==> src/rtl/rst_supervisor_pkg.sv <==
`timescale 1ns/1ps
package rst_supervisor_pkg;

    // Conditions that force the reset output and reload the hold timer
    typedef struct packed {
        logic supply_low;
        logic ext_req;
        logic wd_expire;
    } rst_cause_t;

    function automatic logic any_cause(rst_cause_t c);
        return c.supply_low | c.ext_req | c.wd_expire;
    endfunction

    // Counter width able to hold the value n
    function automatic int cnt_width(int n);
        return (n < 2) ? 1 : $clog2(n + 1);
    endfunction

endpackage

==> src/rtl/rst_supervisor_sync.sv <==
`timescale 1ns/1ps
module rst_supervisor_sync #(
    parameter int              WIDTH  = 2,
    parameter int              STAGES = 2,
    parameter logic [WIDTH-1:0] IDLE  = '1
) (
    input  logic             clk,
    input  logic             rst,
    input  logic [WIDTH-1:0] d,
    output logic [WIDTH-1:0] q
);
    logic [STAGES-1:0][WIDTH-1:0] stg;

    always_ff @(posedge clk) begin
        if (rst) begin
            stg <= {STAGES{IDLE}};
        end else begin
            stg[0] <= d;
            for (int i = 1; i < STAGES; i++) begin
                stg[i] <= stg[i-1];
            end
        end
    end

    assign q = stg[STAGES-1];
endmodule

==> src/rtl/rst_supervisor_hold.sv <==
`timescale 1ns/1ps
module rst_supervisor_hold
    import rst_supervisor_pkg::*;
#(
    parameter int HOLD_TICKS = 500
) (
    input  logic       clk,
    input  logic       rst,
    input  logic       tick,
    input  rst_cause_t cause,
    output logic       busy
);
    localparam int CW = cnt_width(HOLD_TICKS);
    localparam logic [CW-1:0] FULL = CW'(HOLD_TICKS);

    logic [CW-1:0] remain;

    always_ff @(posedge clk) begin
        if (rst) begin
            remain <= FULL;
        end else if (any_cause(cause)) begin
            remain <= FULL;
        end else if (tick && remain != '0) begin
            remain <= remain - 1'b1;
        end
    end

    assign busy = (remain != '0);


    release_on_tick_chk: assert property (@(posedge clk) disable iff (rst)
        $fell(busy) |-> $past(tick));
endmodule

==> src/rtl/rst_supervisor_wdog.sv <==
`timescale 1ns/1ps
module rst_supervisor_wdog
    import rst_supervisor_pkg::*;
#(
    parameter int WD_TICKS = 700
) (
    input  logic                             clk,
    input  logic                             rst,
    input  logic                             tick,
    input  logic                             en,
    input  logic                             held,
    input  logic                             strobe_s,
    output logic                             expire,
    output logic [cnt_width(WD_TICKS)-1:0]   count
);
    localparam int CW = cnt_width(WD_TICKS);
    localparam logic [CW-1:0] LAST = CW'(WD_TICKS - 1);

    logic strobe_q;
    logic strobe_fall;
    logic at_last;

    always_ff @(posedge clk) begin
        if (rst) strobe_q <= 1'b1;
        else     strobe_q <= strobe_s;
    end

    assign strobe_fall = strobe_q & ~strobe_s;
    assign at_last     = (count == LAST);
    assign expire      = tick & en & ~held & ~strobe_fall & at_last;

    always_ff @(posedge clk) begin
        if (rst || held || !en || strobe_fall) begin
            count <= '0;
        end else if (tick) begin
            count <= at_last ? '0 : count + 1'b1;
        end
    end


    count_bound_chk: assert property (@(posedge clk) disable iff (rst)
        count <= LAST);
endmodule

==> src/rtl/rst_supervisor.sv <==
`timescale 1ns/1ps
module rst_supervisor
    import rst_supervisor_pkg::*;
#(
    parameter int HOLD_TICKS  = 500,
    parameter int WD_TICKS    = 700,
    parameter int SYNC_STAGES = 2
) (
    input  logic clk,
    input  logic rst,
    input  logic tick,
    input  logic supply_ok,
    input  logic strobe_n,
    input  logic wd_en,
    input  logic ext_rst_n,
    input  logic ce_req_n,
    output logic rst_n_o,
    output logic pwr_fail_n,
    output logic ce_out_n
);
    localparam int WCW = cnt_width(WD_TICKS);

    logic [1:0]     line_s;
    logic           strobe_s;
    logic           ext_req_s;
    logic           busy;
    logic           wd_expire;
    logic [WCW-1:0] wd_count;
    rst_cause_t     cause;

    rst_supervisor_sync #(
        .WIDTH (2),
        .STAGES(SYNC_STAGES),
        .IDLE  (2'b11)
    ) u_sync (
        .clk(clk),
        .rst(rst),
        .d  ({ext_rst_n, strobe_n}),
        .q  (line_s)
    );

    assign strobe_s  = line_s[0];
    assign ext_req_s = ~line_s[1];

    assign cause = '{supply_low: ~supply_ok, ext_req: ext_req_s, wd_expire: wd_expire};

    rst_supervisor_hold #(.HOLD_TICKS(HOLD_TICKS)) u_hold (
        .clk  (clk),
        .rst  (rst),
        .tick (tick),
        .cause(cause),
        .busy (busy)
    );

    rst_supervisor_wdog #(.WD_TICKS(WD_TICKS)) u_wdog (
        .clk     (clk),
        .rst     (rst),
        .tick    (tick),
        .en      (wd_en),
        .held    (~rst_n_o),
        .strobe_s(strobe_s),
        .expire  (wd_expire),
        .count   (wd_count)
    );

    assign rst_n_o    = supply_ok & ~busy;
    assign pwr_fail_n = supply_ok;
    assign ce_out_n   = ce_req_n | ~supply_ok;


    supply_low_rst_chk: assert property (@(posedge clk) disable iff (rst)
        !supply_ok |-> !rst_n_o);


    ce_gate_chk: assert property (@(posedge clk) disable iff (rst)
        !ce_out_n |-> (!ce_req_n && supply_ok));


    wd_fire_rst_chk: assert property (@(posedge clk) disable iff (rst)
        wd_expire |=> !rst_n_o);


    wd_held_clear_chk: assert property (@(posedge clk) disable iff (rst)
        !rst_n_o |=> (wd_count == '0));


    ext_req_rst_chk: assert property (@(posedge clk) disable iff (rst)
        ext_req_s |=> !rst_n_o);
endmodule

==> config.mk <==
export PLATFORM = sky130hd
export DESIGN_NAME = rst_supervisor
export DESIGN_NICKNAME = d
export VERILOG_FILES = /design/src/rtl/rst_supervisor_pkg.sv /design/src/rtl/rst_supervisor_sync.sv /design/src/rtl/rst_supervisor_hold.sv /design/src/rtl/rst_supervisor_wdog.sv /design/src/rtl/rst_supervisor.sv
export SDC_FILE = /design/constraint.sdc
export NUM_CORES = 1
export LEC_CHECK = 0
export ABC_CLOCK_PERIOD_IN_PS = 3750
export CAP_MARGIN = 10
export CORE_ASPECT_RATIO = 0.9
export CORE_MARGIN = 1.5
export CORE_UTILIZATION = 59
export CTS_CLUSTER_DIAMETER = 150
export DETAILED_ROUTE_END_ITERATION = 7
export HOLD_SLACK_MARGIN = 0.12
export PLACE_DENSITY = 0.92
export REMOVE_ABC_BUFFERS = 1
export SLEW_MARGIN = 40
export SYNTH_ARGS = -nofsm -noshare
export SYNTH_HDL_FRONTEND = slang
export SYNTH_SLANG_ARGS = --single-unit
==> constraint.sdc <==
create_clock -name clk -period 3.75 [get_ports clk]
set_input_delay 0.75 -clock clk [delete_from_list [all_inputs] [get_ports clk]]
set_output_delay 0.75 -clock clk [all_outputs]
set_load 0.01 [all_outputs]
==> impl_results.md <==
* Kind of critical path: flip-flop to output port
* #FFs+latches synth at 24
* Total CTS buffers at 3
* Clock Latency Late Sink at approximately 0.32 ns
* CTS tree: done
* FF-to-FF Start: u_hold.remain[0]
* Slew Limit Fails at 0
* First-pass GRT wire length at 3680 um
* Final Wtd Congestion at around 0.86
* Post-synth cell types at 39
* Die width at 49.7 um
* Worst-case vdd ir drop at 0.318 mV
* Hold Crit Class: flip-flop to flip-flop
* # hold bufs at CTS at 0
* Post-synth top cells: dfxtp_1 (24), nand2_1 (8), nand3_1 (8), nor2_1 (6), nor2_2 (6)
* Startpoint types: flip-flop
* Vias in the first global route at between 800 and 900
* Nets at 149
* P per Cell Area at approximately 330 nW/um2
* Synth warn at 0
* Final WL at roughly 2100 um
* First-pass iteration count of the detailed router at 4
* CTS root buf: clkbuf_4
* GRT Util Overall at 22.2%
* Fmax achieved at roughly 0.33 GHz
* Synthesized area per cell at roughly 8.9 um2
* Clock skew at between 0.005 and 0.006 ns
* Worst-Margin Slew at ~0.61 ns
* Critical path, cell by cell: inv_1 -> ha_1 -> or4b_1 -> nor2_1 -> and2_1 -> clkdlybuf4s50_1
* Period Utilization, post-route at between 80 and 90%
* Critical path's top delay family: simple AND/OR/NAND/NOR gates
* Via count at between 900 and 1000
* WL per Instance at approximately 13 um
* Register clock-pin slew on the reported worst setup and hold paths at around 0.12 ns
* Cells after Synth at 130
* Leak at 0.413 nW
* Worst-path fanout max at 7
* Critical path arrival at around 2.3 ns
* Slew headroom at approximately three fifths
* Initial Util at 61.8%
* Hpwl dp at 1610 um
* Initial detailed-routing violation count at 35
* Final worst path period need at around 3.0 ns
* Status: finished, final reports clean
* Largest net degree at the start of global routing at 17
* CTS Sinks at 24
* Area growth, synth to finish at 11.0%
* Critical path origin: u_hold.remain[0]
* Largest area contributor in the netlist: dfxtp_1
* Crit path largest cell delay at about 0.54 ns
* Ys flop type: dfxtp_1
* Slowest-stage cell, CP: or4b_1
* Resize count post-CTS at 0
* Pre-CTS worst setup slack at 0.812 ns
* Worst Path Required at roughly 3 ns
* Hold Path Origin: u_sync.stg[1]
* Final worst slack at a little over 0.7 ns
* Synth top area share at about two fifths
* Die height at approximately 45 um
* CTS Buffer Depth at 2
* EDFF count, synth at 0
* Synth Cell Area at ~1200 um2
* H-Tree Depth at 1
* Final core occ at approximately 69%
* Detail Route Antenna Nets at 0
* Core footprint at around 1900 um2
* Layout cells sized above 1 at 14.6%
* Vias per inst at a little under 6
* Count leader, synth: dfxtp_1
* Top area cells in the synthesized netlist: dfxtp_1 (41%), xnor2_1 (3.8%), xor2_1 (3.8%)
* Setup violators final at 0
* Initial antenna violation count at 0
* Setup bufs post-CTS at 0
* Fraction of registers with async set/reset at 0%
* Final hold vios at 0
* Worst Path Buf+Inv at 2
* FP Rows at 15
* DR DRC count at 0
* Die area at between 2000 and 2500 um2
* GRT overflow at 0
* Fin Setup TNS at 0 ns
* I/O pins at 11
* Max cap viols at 0
* RSZ-0062 raised after global routing: false
* IO Port Bufs at 10
* Final antenna diode count at 0
* CP Capture Type: output port
* Sequential share of the synthesized area at 41.4%
cell type report:
| type | instances | area (um2) |
|---|---|---|
| multi-input combinational | 94 | 621 |
| sequential | 24 | 480 |
| fill | 151 | 589 |
| tap | 25 | 31.3 |
| inverter | 5 | 18.8 |
| clock buffer | 4 | 36.3 |
| timing repair buffer | 10 | 100 |
cells by family after synthesis:
family,count (synthesis),synth area share [%]
simple gates,62,31.8
fa+ha+maj,3,3.24
xor+xnor,10,7.55
buf+inv,12,5.07
flops,24,41.4
compound gates,19,10.9
cell usage in the layout, fill, tap and decap left out, types with 2 or more instances in the layout:
master / netlist / final
xnor2_1: 5 / 5
inv_1: 5 / 5
a21oi_1: 5 / 5
nand2b_1: 4 / 4
o21ai_0: 4 / 4
ha_1: 3 / 3
clkbuf_4: 0 / 3
nor3_1: 4 / 4
or4_1: 2 / 2
nor4b_1: 2 / 2
dfxtp_1: 24 / 24
xor2_1: 5 / 5
or3_2: 2 / 2
nor2_1: 6 / 6
nor2_2: 6 / 6
o211ai_1: 4 / 4
nand2_1: 8 / 8
or2_2: 5 / 5
nand4_1: 5 / 5
clkdlybuf4s50_1: 0 / 10
or4b_1: 2 / 2
nand3_1: 8 / 8
state kept, by name (all words and copies together), names as in the netlist:
signal / cells
u_sync.q: 2
u_hold.remain: 9
u_wdog.count: 10
u_sync.stg: 2
u_wdog.strobe_q: 1
through the flow:
| stage | instances | total power, mW | instance area (um2) | hold slack (ns) |
|---|---|---|---|---|
| floorplan | 123 | 0.281 | 1120 | 0.389 |
| global placement | 158 | 0.296 | 1250 | 0.395 |
| detailed placement | 158 | 0.297 | 1250 | 0.403 |
| CTS | 162 | 0.429 | 1290 | 0.433 |
| global route | 162 | 0.445 | 1290 | 0.453 |
| finish | 162 | 0.426 | 1290 | 0.427 |
layer usage:
metal	vias up	track usage [%]	part of all wire [%]
met5	-	0	0
met4	0	7.22	1.8
met3	6	6.95	5.0
met2	31	41.1	50
met1	437	24.5	43
li1	476	-	-
power breakdown:
group | internal [mW] | switching [mW]
Combinational | 0.0168 | 0.0135
Sequential | 0.259 | 0.00231
Clock | 0.0594 | 0.0748
Total | 0.335 | 0.0906
path summary, 6_finish.rpt:
kind / depth (start not counted) / end / slack [ns]
hold / removal: 1 / u_sync.q[1] / 0.43
setup / recovery: 6 / rst_n_o / 0.71
hold reg to reg: 1 / u_sync.q[1] / 0.43
setup reg to reg: 6 / u_wdog.count[9] / 1.29
No activity file was read; power rests on OpenSTA's default activity.
